--- src/rtl/irq_arb_pkg.sv ---
package irq_arb_pkg;
   localparam int NUM_HI = 5;
   localparam int NUM_LO = 2;
   localparam int LO_BASE = NUM_HI;

   typedef enum logic [1:0] {
      SRC_NONE,
      SRC_HI,
      SRC_PER,
      SRC_LO
   } src_e;
endpackage

--- src/rtl/irq_pend_bank.sv ---
module irq_pend_bank #(
   parameter int WIDTH = 8
) (
   input  logic             clk,
   input  logic             rst_n,
   input  logic [WIDTH-1:0] set_i,
   input  logic [WIDTH-1:0] clr_i,
   output logic [WIDTH-1:0] pend_o
);
   generate
      if (WIDTH < 1) begin : g_bad_width
         $error("irq_pend_bank: WIDTH must be at least 1");
      end
   endgenerate

   // set has priority over clear in the same cycle
   always_ff @(posedge clk or negedge rst_n) begin
      if (!rst_n) pend_o <= '0;
      else        pend_o <= set_i | (pend_o & ~clr_i);
   end

   generate
      for (genvar g = 0; g < WIDTH; g++) begin : g_chk
         AST_PEND_HOLD: assert property (@(posedge clk) disable iff (!rst_n)
            ($past(pend_o[g]) && !$past(clr_i[g])) |-> pend_o[g]);
      end
   endgenerate
endmodule

--- src/rtl/irq_lvl_pick.sv ---
module irq_lvl_pick #(
   parameter int N_PER = 8,
   parameter int LVL_W = 3,
   localparam int IDX_W = (N_PER > 1) ? $clog2(N_PER) : 1
) (
   input  logic [N_PER-1:0]       pend_i,
   input  logic [N_PER*LVL_W-1:0] lvl_i,
   input  logic [LVL_W-1:0]       ipl_i,
   input  logic                   ien_i,
   output logic                   found_o,
   output logic [IDX_W-1:0]       idx_o,
   output logic [LVL_W-1:0]       lvl_o
);
   // linear scan: strict compare keeps the lowest index on a tie,
   // and starting from 0 keeps level 0 out
   always_comb begin
      found_o = 1'b0;
      idx_o   = '0;
      lvl_o   = '0;
      for (int i = 0; i < N_PER; i++) begin
         if (ien_i && pend_i[i] &&
             (lvl_i[i*LVL_W +: LVL_W] > ipl_i) &&
             (lvl_i[i*LVL_W +: LVL_W] > lvl_o)) begin
            found_o = 1'b1;
            idx_o   = IDX_W'(i);
            lvl_o   = lvl_i[i*LVL_W +: LVL_W];
         end
      end
   end
endmodule

--- src/rtl/irq_seq.sv ---
module irq_seq
   import irq_arb_pkg::*;
#(
   parameter int N_PER    = 8,
   parameter int LVL_W    = 3,
   parameter int PC_W     = 16,
   parameter int SWN_W    = 6,
   parameter int VEC_W    = 8,
   parameter int PER_BASE = 16,
   parameter int SW_BASE  = 64,
   localparam int IDX_W   = (N_PER > 1) ? $clog2(N_PER) : 1,
   localparam int FLG_W   = LVL_W + 1
) (
   input  logic              clk,
   input  logic              rst_n,
   input  logic              boundary_i,
   input  logic              sw_req_i,
   input  logic [SWN_W-1:0]  sw_num_i,
   input  logic              reti_i,
   input  logic [FLG_W-1:0]  rest_flg_i,
   input  logic [PC_W-1:0]   rest_pc_i,
   input  logic              flg_we_i,
   input  logic [FLG_W-1:0]  flg_wdata_i,
   input  logic [PC_W-1:0]   pc_i,
   input  logic [NUM_HI-1:0] hi_pend_i,
   input  logic [NUM_LO-1:0] lo_pend_i,
   input  logic              per_found_i,
   input  logic [IDX_W-1:0]  per_idx_i,
   input  logic [LVL_W-1:0]  per_lvl_i,
   output logic [NUM_HI-1:0] hi_clr_o,
   output logic [NUM_LO-1:0] lo_clr_o,
   output logic [N_PER-1:0]  per_clr_o,
   output logic              ack_o,
   output logic [VEC_W-1:0]  ack_vec_o,
   output logic [LVL_W-1:0]  ack_lvl_o,
   output logic [FLG_W-1:0]  ctx_flg_o,
   output logic [PC_W-1:0]   ctx_pc_o,
   output logic              resume_o,
   output logic [PC_W-1:0]   resume_pc_o,
   output logic [LVL_W-1:0]  ipl_o,
   output logic              ien_o
);
   localparam logic [VEC_W-1:0] PER_LO = VEC_W'(PER_BASE);
   localparam logic [VEC_W-1:0] PER_HI = VEC_W'(PER_BASE + N_PER);
   localparam logic [VEC_W-1:0] SW_LO  = VEC_W'(SW_BASE);

   src_e             win;
   logic [VEC_W-1:0] win_vec;
   logic [LVL_W-1:0] win_lvl;
   logic             hw_slot;

   assign hw_slot = boundary_i & ~reti_i & ~sw_req_i;

   // later assignments override: low specials, then peripheral, then high
   always_comb begin
      win     = SRC_NONE;
      win_vec = '0;
      win_lvl = '1;
      for (int k = NUM_LO-1; k >= 0; k--) begin
         if (lo_pend_i[k]) begin
            win     = SRC_LO;
            win_vec = VEC_W'(LO_BASE + k);
         end
      end
      if (per_found_i) begin
         win     = SRC_PER;
         win_vec = PER_LO + VEC_W'(per_idx_i);
         win_lvl = per_lvl_i;
      end
      for (int k = NUM_HI-1; k >= 0; k--) begin
         if (hi_pend_i[k]) begin
            win     = SRC_HI;
            win_vec = VEC_W'(k);
            win_lvl = '1;
         end
      end
   end

   always_comb begin
      hi_clr_o  = '0;
      lo_clr_o  = '0;
      per_clr_o = '0;
      if (hw_slot) begin
         case (win)
            SRC_HI:  hi_clr_o  = NUM_HI'(1) << win_vec;
            SRC_LO:  lo_clr_o  = NUM_LO'(1) << (win_vec - VEC_W'(LO_BASE));
            SRC_PER: per_clr_o = N_PER'(1) << per_idx_i;
            default: ;
         endcase
      end
   end

   always_ff @(posedge clk or negedge rst_n) begin
      if (!rst_n) begin
         ack_o       <= 1'b0;
         ack_vec_o   <= '0;
         ack_lvl_o   <= '0;
         ctx_flg_o   <= '0;
         ctx_pc_o    <= '0;
         resume_o    <= 1'b0;
         resume_pc_o <= '0;
         ipl_o       <= '0;
         ien_o       <= 1'b0;
      end else begin
         ack_o    <= 1'b0;
         resume_o <= 1'b0;
         if (reti_i) begin
            resume_o    <= 1'b1;
            resume_pc_o <= rest_pc_i;
            ipl_o       <= rest_flg_i[LVL_W-1:0];
            ien_o       <= rest_flg_i[LVL_W];
         end else if (sw_req_i) begin
            ack_o     <= 1'b1;
            ack_vec_o <= SW_LO + VEC_W'(sw_num_i);
            ack_lvl_o <= ipl_o;
            ctx_flg_o <= {ien_o, ipl_o};
            ctx_pc_o  <= pc_i;
         end else if (hw_slot && win != SRC_NONE) begin
            ack_o     <= 1'b1;
            ack_vec_o <= win_vec;
            ack_lvl_o <= win_lvl;
            ctx_flg_o <= {ien_o, ipl_o};
            ctx_pc_o  <= pc_i;
            ipl_o     <= win_lvl;
         end else if (flg_we_i) begin
            ipl_o <= flg_wdata_i[LVL_W-1:0];
            ien_o <= flg_wdata_i[LVL_W];
         end
      end
   end

   AST_HW_ACK_SETS_IPL: assert property (@(posedge clk) disable iff (!rst_n)
      (ack_o && ack_vec_o < SW_LO) |-> (ipl_o == ack_lvl_o));
   AST_PER_ABOVE_IPL: assert property (@(posedge clk) disable iff (!rst_n)
      (ack_o && ack_vec_o >= PER_LO && ack_vec_o < PER_HI)
         |-> (ack_lvl_o > $past(ipl_o) && $past(ien_o)));
   AST_SW_KEEPS_IPL: assert property (@(posedge clk) disable iff (!rst_n)
      (ack_o && ack_vec_o >= SW_LO) |-> (ipl_o == $past(ipl_o)));
   AST_RESUME_NO_ACK: assert property (@(posedge clk) disable iff (!rst_n)
      resume_o |-> !ack_o);
   AST_RESUME_FLAGS: assert property (@(posedge clk) disable iff (!rst_n)
      resume_o |-> ({ien_o, ipl_o} == $past(rest_flg_i)));
endmodule

--- src/rtl/irq_prio_resolver.sv ---
module irq_prio_resolver
   import irq_arb_pkg::*;
#(
   parameter int N_PER    = 8,
   parameter int LVL_W    = 3,
   parameter int PC_W     = 16,
   parameter int SWN_W    = 6,
   parameter int VEC_W    = 8,
   parameter int PER_BASE = 16,
   parameter int SW_BASE  = 64,
   localparam int IDX_W   = (N_PER > 1) ? $clog2(N_PER) : 1,
   localparam int FLG_W   = LVL_W + 1
) (
   input  logic                   clk,
   input  logic                   rst_n,
   input  logic [NUM_HI-1:0]      hi_req_i,
   input  logic [NUM_LO-1:0]      lo_req_i,
   input  logic [N_PER-1:0]       per_req_i,
   input  logic [N_PER-1:0]       per_clr_i,
   input  logic [N_PER*LVL_W-1:0] per_lvl_i,
   input  logic                   boundary_i,
   input  logic [PC_W-1:0]        pc_i,
   input  logic                   sw_req_i,
   input  logic [SWN_W-1:0]       sw_num_i,
   input  logic                   reti_i,
   input  logic [FLG_W-1:0]       rest_flg_i,
   input  logic [PC_W-1:0]        rest_pc_i,
   input  logic                   flg_we_i,
   input  logic [FLG_W-1:0]       flg_wdata_i,
   output logic                   ack_o,
   output logic [VEC_W-1:0]       ack_vec_o,
   output logic [LVL_W-1:0]       ack_lvl_o,
   output logic [FLG_W-1:0]       ctx_flg_o,
   output logic [PC_W-1:0]        ctx_pc_o,
   output logic                   resume_o,
   output logic [PC_W-1:0]        resume_pc_o,
   output logic [LVL_W-1:0]       ipl_o,
   output logic                   ien_o
);
   generate
      if (N_PER < 1 || LVL_W < 1 || PC_W < 1 || SWN_W < 1) begin : g_bad_size
         $error("irq_prio_resolver: sizes must be positive");
      end
      if (PER_BASE < NUM_HI + NUM_LO || PER_BASE + N_PER > SW_BASE) begin : g_bad_map
         $error("irq_prio_resolver: peripheral vectors overlap another range");
      end
      if (SW_BASE + (1 << SWN_W) > (1 << VEC_W)) begin : g_bad_vec
         $error("irq_prio_resolver: VEC_W too narrow for software vectors");
      end
   endgenerate

   logic [NUM_HI-1:0] hi_pend, hi_clr;
   logic [NUM_LO-1:0] lo_pend, lo_clr;
   logic [N_PER-1:0]  per_pend, per_take;
   logic              per_found;
   logic [IDX_W-1:0]  per_idx;
   logic [LVL_W-1:0]  per_lvl;

   irq_pend_bank #(.WIDTH(NUM_HI)) i_hi_bank (
      .clk(clk), .rst_n(rst_n), .set_i(hi_req_i), .clr_i(hi_clr), .pend_o(hi_pend));

   irq_pend_bank #(.WIDTH(NUM_LO)) i_lo_bank (
      .clk(clk), .rst_n(rst_n), .set_i(lo_req_i), .clr_i(lo_clr), .pend_o(lo_pend));

   irq_pend_bank #(.WIDTH(N_PER)) i_per_bank (
      .clk(clk), .rst_n(rst_n), .set_i(per_req_i), .clr_i(per_take | per_clr_i),
      .pend_o(per_pend));

   irq_lvl_pick #(.N_PER(N_PER), .LVL_W(LVL_W)) i_pick (
      .pend_i(per_pend), .lvl_i(per_lvl_i), .ipl_i(ipl_o), .ien_i(ien_o),
      .found_o(per_found), .idx_o(per_idx), .lvl_o(per_lvl));

   irq_seq #(
      .N_PER(N_PER), .LVL_W(LVL_W), .PC_W(PC_W), .SWN_W(SWN_W),
      .VEC_W(VEC_W), .PER_BASE(PER_BASE), .SW_BASE(SW_BASE)
   ) i_seq (
      .clk(clk), .rst_n(rst_n),
      .boundary_i(boundary_i), .sw_req_i(sw_req_i), .sw_num_i(sw_num_i),
      .reti_i(reti_i), .rest_flg_i(rest_flg_i), .rest_pc_i(rest_pc_i),
      .flg_we_i(flg_we_i), .flg_wdata_i(flg_wdata_i), .pc_i(pc_i),
      .hi_pend_i(hi_pend), .lo_pend_i(lo_pend),
      .per_found_i(per_found), .per_idx_i(per_idx), .per_lvl_i(per_lvl),
      .hi_clr_o(hi_clr), .lo_clr_o(lo_clr), .per_clr_o(per_take),
      .ack_o(ack_o), .ack_vec_o(ack_vec_o), .ack_lvl_o(ack_lvl_o),
      .ctx_flg_o(ctx_flg_o), .ctx_pc_o(ctx_pc_o),
      .resume_o(resume_o), .resume_pc_o(resume_pc_o),
      .ipl_o(ipl_o), .ien_o(ien_o));

   AST_SPECIAL_FIRST: assert property (@(posedge clk) disable iff (!rst_n)
      (ack_o && ack_vec_o >= VEC_W'(PER_BASE) && ack_vec_o < VEC_W'(PER_BASE + N_PER))
         |-> ($past(hi_pend) == '0));
endmodule

--- config.mk ---
export PLATFORM = sky130hd
export DESIGN_NAME = irq_prio_resolver
export DESIGN_NICKNAME = d
export VERILOG_FILES = /design/src/rtl/irq_arb_pkg.sv /design/src/rtl/irq_pend_bank.sv /design/src/rtl/irq_lvl_pick.sv /design/src/rtl/irq_seq.sv /design/src/rtl/irq_prio_resolver.sv
export SDC_FILE = /design/constraint.sdc
export NUM_CORES = 1
export LEC_CHECK = 0
export ABC_AREA = 0
export BUFFER_PORTS_ARGS = -buffer_cell sky130_fd_sc_hd__buf_2
export CORE_AREA = 2 2 95 97
export CTS_CLUSTER_SIZE = 28
export DETAILED_ROUTE_END_ITERATION = 7
export DIE_AREA = 0 0 97 99
export PLACE_DENSITY = 0.85
export SYNTH_ARGS = -nofsm -noshare
export SYNTH_HDL_FRONTEND = slang
export SYNTH_HIERARCHICAL = 1
export SYNTH_SLANG_ARGS = --single-unit
--- constraint.sdc ---
create_clock -name clk -period 20.2 [get_ports clk]
set_input_delay 3.03 -clock clk [delete_from_list [all_inputs] [get_ports clk]]
set_output_delay 3.03 -clock clk [all_outputs]
set_load 0.1 [all_outputs]
==> metrics.txt, run 1 <==
CP max stage cell=a2111oi_0; Leakage=2.84 nW; Post-Syn Area=4640 um2; post-CTS sizing=0; Mapped Cells=453; hpwl dp=9.49 mm; clock-pin slew on the worst setup and hold paths=0.08 ns; syn avg cell area=10.2 um2; first-pass GRT wire length=19.8 mm; antenna violations before repair=0; WL/cell=17.1 um; share of the synthesized area in the top cell type=36.1%; FP Rows=34; Final Critical Period=15.79 ns; core box area=8550 um2; Sw Pwr=0.252 mW; Worst Path Arrival=16.01 ns; Crit. End Element=flip-flop; Worst setup SP type=input pin; htree depth=3; Initial DRC Count=147; Hold Buf Count CTS=0; max-cap violation count=0; Async S/R FF share, synth=100%; Synth area leaders=dfrtp_1, ha_1, mux2_2; Crit Path Category=input pin to flip-flop; Synth Warn #=6; synth unique cells=71; number of synthesized register bits=67; skew final=0.0100 ns; Int Pwr=0.306 mW; Final Util=66.6%; Root Buffer Master=clkbuf_8; VDD IR max=78.2 uV; Gate power share=47.0%; chip width=97 um; Sequential Power Share=28.8%; Top FF cell, synth=dfrtp_1; Antenna Diode Count=0; period utilization=78.2%; synthesized net count=594; vias in the first global route=4207; Die Area=9600 um2; Vias=4132; Cells after DPL=702; Worst path most repeated cell=ha_1; Fin. Hold Viols=0; Max transition margin=43.9%; layout cells sized above 1=38.6%; Post-Layout Cell Count=717; Metal-1 WL=5.05 mm; Seq/Total Area, Yosys=36.1%; RD Place Congestion=0.960; Final Max Slew Viols=0; clock latency on the worst-skew pair=0.33 ns; area grow syn2layout=22.7%; EDFF count, synth=0; Initial Util=54.3%; deepest clock path buffer count=2; status=finished, final reports clean; I/O pin total=152; number of remaining DRC errors=0; CP Max Fanout=10; GR Util All Layers=25.4%; WL met2=5.93 mm; worst-margin pin slew=0.841 ns; number of buffers created by CTS=9; commonest non-fill, non-tap cell in the layout=buf_2; worst stage delay on the critical path=0.63 ns; setup TNS=0 ns; Pre-antenna DRT Iters=5; Layout fillers=696; Yosys top cell by area=dfrtp_1; Setup Buffers After CTS=0; wire length on met3=1.04 mm; vias per cell=5.76; Num Clock Sinks=67; Pwr Density=98.1 nW/um2; Routed Antenna Nets=0; Overflow after GRT=0; clock group share of total power=24.2%; TritonCTS clock tree=yes; most frequent cells in the layout=buf_2, dfrtp_1, inv_1, ha_1, mux2_2; largest net degree at the start of global routing=68; max layer used=met4; Critical Path RT=20.43 ns; routed wire length=12.2 mm; fmax=0.0633 GHz; I/O Buffers=150; count of final setup violators=0; Switching Fraction=45.2%; RSZ-0062 raised after global routing=no; nets=746; Chip Height=99 um; min-delay worst type=flip-flop to flip-flop
==> worst max-delay path: cells and delay by family <==
kind | cells | cell delay, ns
AOI/OAI and AO/OA | 16 | 3.68
adders and majority gates | 11 | 3.19
buffers and inverters | 4 | 0.28
muxes | 5 | 1.75
and+or+nand+nor | 23 | 4.03
==> metrics by stage <==
stage	hold slack, ns	cell area (um2)	total power [mW]	setup WS [ns]
detailed placement	0.466	5460	0.424	4.25
CTS	0.484	5690	0.560	4.59
floorplan	0.442	4640	0.369	5.48
finish	0.479	5690	0.559	4.41
global placement	0.459	5460	0.415	4.90
global route	0.496	5690	0.584	3.63
==> worst paths after layout <==
kind | cells after the start | start | slack, ns | to
worst max-delay path | 59 | per_lvl_i[2] | 4.41 | i_lo_bank/pend_o[1]
worst max register to register | 59 | i_seq/ipl_o[2] | 6.43 | i_lo_bank/pend_o[1]
min in group asynchronous | 2 | rst_n | 2.88 | i_seq/ctx_pc_o[1]
worst min register to register | 1 | i_per_bank/pend_o[3] | 0.48 | i_per_bank/pend_o[3]
worst min-delay path | 1 | i_per_bank/pend_o[3] | 0.48 | i_per_bank/pend_o[3]
max in group asynchronous | 2 | rst_n | 16.76 | i_seq/resume_pc_o[15]
==> area by class of cell <==
cell class / instances / area, um2 / share of cell area [%]
Inverter: 43 / 164 / 2.88
Clock inverter: 6 / 115 / 2.02
Tap cell: 108 / 135 / 2.37
Timing Repair Buffer: 152 / 766 / 13.4
Clock buffer: 9 / 124 / 2.18
Sequential cell: 67 / 1680 / 29.4
Multi-Input combinational cell: 332 / 2710 / 47.7
==> state kept, by name, indices dropped and copies added (netlist names) <==
register           count
i_seq/ien_o            1
i_hi_bank/pend_o       5
i_seq/ack_vec_o        7
i_seq/ack_o            1
i_per_bank/pend_o      8
i_seq/ctx_flg_o        4
i_seq/ipl_o            3
i_seq/ack_lvl_o        3
i_seq/ctx_pc_o        16
i_seq/resume_o         1
i_lo_bank/pend_o       2
i_seq/resume_pc_o     16
==> power by group through the flow <==
stage          clock [mW]  sequential [mW]  combinational [mW]
2_1_floorplan           0            0.264               0.105
3_3_place_gp            0            0.162               0.253
3_5_place_dp            0            0.163               0.261
4_1_cts             0.138            0.161               0.262
5_1_grt             0.143            0.163               0.278
6_report            0.135            0.161               0.263
==> layer usage <==
metal,vias up,track usage (%)
met5,-,0
met4,0,8.56
met3,20,6.95
met2,200,44.0
met1,1958,30.8
li1,1954,-
==> cells by family after synthesis <==
logic type / share of synthesized area, %
buffers and inverters: 5.39
AO/OA/AOI/OAI: 16.2
flip-flops: 36.1
adder cells (fa/ha/maj): 11.5
AND/OR/NAND/NOR: 15.8
other: 0.0808
multiplexers: 14.9
==> cells in the mapped netlist, types with 3 or more instances <==
cell and n:
mux2i_1 4, nand2_1 27, a21oi_4 3, and2_1 7, nor3b_1 5, o21ai_1 4
mux2_2 31, or2_1 10, a311oi_1 3, a21o_1 19, and3_1 3, nand2b_1 6
a31oi_1 5, mux2_4 20, or2_2 4, ha_1 42, nand3b_1 6, o31ai_1 6
nor2_1 19, nand3_1 15, inv_1 42, o22ai_1 6, clkbuf_1 4, nor3_1 7
o21ai_0 8, nor4_1 3, dfrtp_1 67, o211ai_1 3, a221oi_1 4, nor2b_1 4
a21oi_1 16
(Power assumes the default switching activity.)
==> inputs of run 2 (changes only) <==
CORE_AREA = 2 2 98 100   (was 2 2 95 97)
DIE_AREA = 0 0 100 102   (was 0 0 97 99)
PLACE_DENSITY = 0.8   (was 0.85)
clock period = 15.4 ns   (was 20.2 ns; I/O delays follow)
==> run 2 against run 1 <==
  * Via count fell by 0.68%
  * Clock power increased by 9.6%
  * Wire length grew 3.2%
  * Sequential share of layout area fell by 0.071 points
  * Clock skew grew 0.0044 ns
  * Flip-flop and latch count is the same
  * Non-clock buffer count grew 1
  * First-iteration DRC count grew 17%
==> metrics.txt, run 2 (synthesized netlist as in run 1, its figures left out) <==
Layout fillers=776; cell family with most CP delay=simple AND/OR/NAND/NOR gates; Overflow after GRT=0; CP bufs+invs=4; Hold Buf Count CTS=0; worst stage delay on the critical path=0.48 ns; clock latency on the worst-skew pair=0.35 ns; Sw Pwr=0.337 mW; Final Max Slew Viols=0; RD Place Congestion=0.919; number of buffers created by CTS=9; Max transition margin=43.1%; Worst path most repeated cell=ha_1; FP Rows=35; vias in the first global route=4230; WHS=0.486 ns; RSZ-0062 raised after global routing=no; most frequent cells in the layout=buf_2, dfrtp_1, inv_1, ha_1, mux2_2; Gate power share=49.7%; Int Pwr=0.373 mW; skew final=0.0144 ns; htree depth=3; I/O pin total=152; Pwr Density=124 nW/um2; area grow syn2layout=23.0%; Switching Fraction=47.4%; clock-pin slew on the worst setup and hold paths=0.09 ns; commonest non-fill, non-tap cell in the layout=buf_2; max-cap violation count=0; I/O Buffers=150; Root Buffer Master=clkbuf_8; Chip Height=102 um; Sequential Power Share=29.5%; Fin. Hold Viols=0; core box area=9110 um2; antenna violations before repair=2; CP max stage cell=or3_4; vias per cell=5.68; Antenna Diode Count=0; hpwl dp=9.77 mm; first-pass GRT wire length=20.4 mm; number of remaining DRC errors=0; deepest clock path buffer count=2; Critical Path RT=15.65 ns; Pre-antenna DRT Iters=4; Crit. End Element=flip-flop; worst-margin pin slew=0.853 ns; period utilization=94.9%; Setup Buffers After CTS=0; Final Critical Period=14.62 ns; routed wire length=12.6 mm; Initial Util=50.9%; largest net degree at the start of global routing=68; Crit Path Category=input pin to flip-flop; TritonCTS clock tree=yes; chip width=100 um; layout cells sized above 1=39.8%; setup TNS=0 ns; VDD IR max=109 uV; min-delay worst type=flip-flop to flip-flop; Largest regs=i_seq/ctx_pc_o (16), i_seq/resume_pc_o (16), i_per_bank/pend_o (8); Routed Antenna Nets=0; Die Area=10200 um2; Leakage=2.83 nW; fmax=0.0684 GHz; CP Max Fanout=10; clock group share of total power=20.8%; Initial DRC Count=172; GR Util All Layers=25.4%; Num Clock Sinks=67; Vias=4104; nets=747; post-CTS sizing=0; Worst Path Arrival=14.87 ns; Worst setup SP type=input pin; WL/cell=17.5 um; count of final setup violators=0; status=finished, final reports clean
-- run 2: changes by cell type in the layout (fill, tap and decap cells not counted), sizes merged --
cell / previous run / this run
buf: 152 / 153
bufinv: 3 / 1
clkinv: 2 / 3
inv: 43 / 45
-- run 2: area by class of cell --
class                   instances  area, um2  area share, %
clock buffers                   9        124           2.17
well taps                     111        139           2.43
repair buffers                153        773           13.5
clock inverters                 7       73.8           1.29
flip-flops and latches         67       1680           29.4
inverters                      43        164           2.87
multi-input cells             332       2760           48.3
-- run 2: final timing paths --
path / to / cells past startpoint / startpoint / slack [ns]
hold / removal: i_per_bank/pend_o[2] / 1 / i_per_bank/pend_o[2] / 0.49
setup reg to reg: i_lo_bank/pend_o[0] / 59 / i_seq/ipl_o[2] / 2.06
hold reg to reg: i_per_bank/pend_o[2] / 1 / i_per_bank/pend_o[2] / 0.49
setup / recovery: i_lo_bank/pend_o[0] / 59 / per_lvl_i[2] / 0.78
max in group asynchronous: i_seq/resume_pc_o[5] / 2 / rst_n / 12.68
min in group asynchronous: i_seq/ctx_pc_o[6] / 2 / rst_n / 2.16
-- run 2: power groups by stage --
stage          sequential [mW]  clock, mW  combinational (mW)
3_3_place_gp             0.211          0               0.335
4_1_cts                  0.209      0.152               0.346
5_1_grt                  0.212      0.162               0.375
2_1_floorplan            0.346          0               0.138
3_5_place_dp             0.212          0               0.345
6_report                 0.209      0.148               0.353
-- run 2: per-layer routing --
metal	GRT usage [%]	vias to the layer above	routed length (um)
li1	-	1970	-
met1	31.9	1953	5350
met2	42.3	160	6060
met3	7.66	19	998
met4	8.75	2	203
met5	0	-	17
-- run 2: per-stage QoR --
| stage | instance area [um2] | utilization (%) | total power [mW] | instances | worst slack [ns] |
|---|---|---|---|---|---|
| CTS | 5660 | 62.2 | 0.707 | 722 | 0.343 |
| global placement | 5470 | 60.0 | 0.546 | 706 | 0.652 |
| finish | 5710 | 62.7 | 0.710 | 722 | 0.779 |
| detailed placement | 5470 | 60.0 | 0.556 | 706 | 0.0129 |
| global route | 5710 | 62.7 | 0.748 | 722 | 0.0739 |
| floorplan | 4640 | - | 0.484 | 453 | 1.40 |
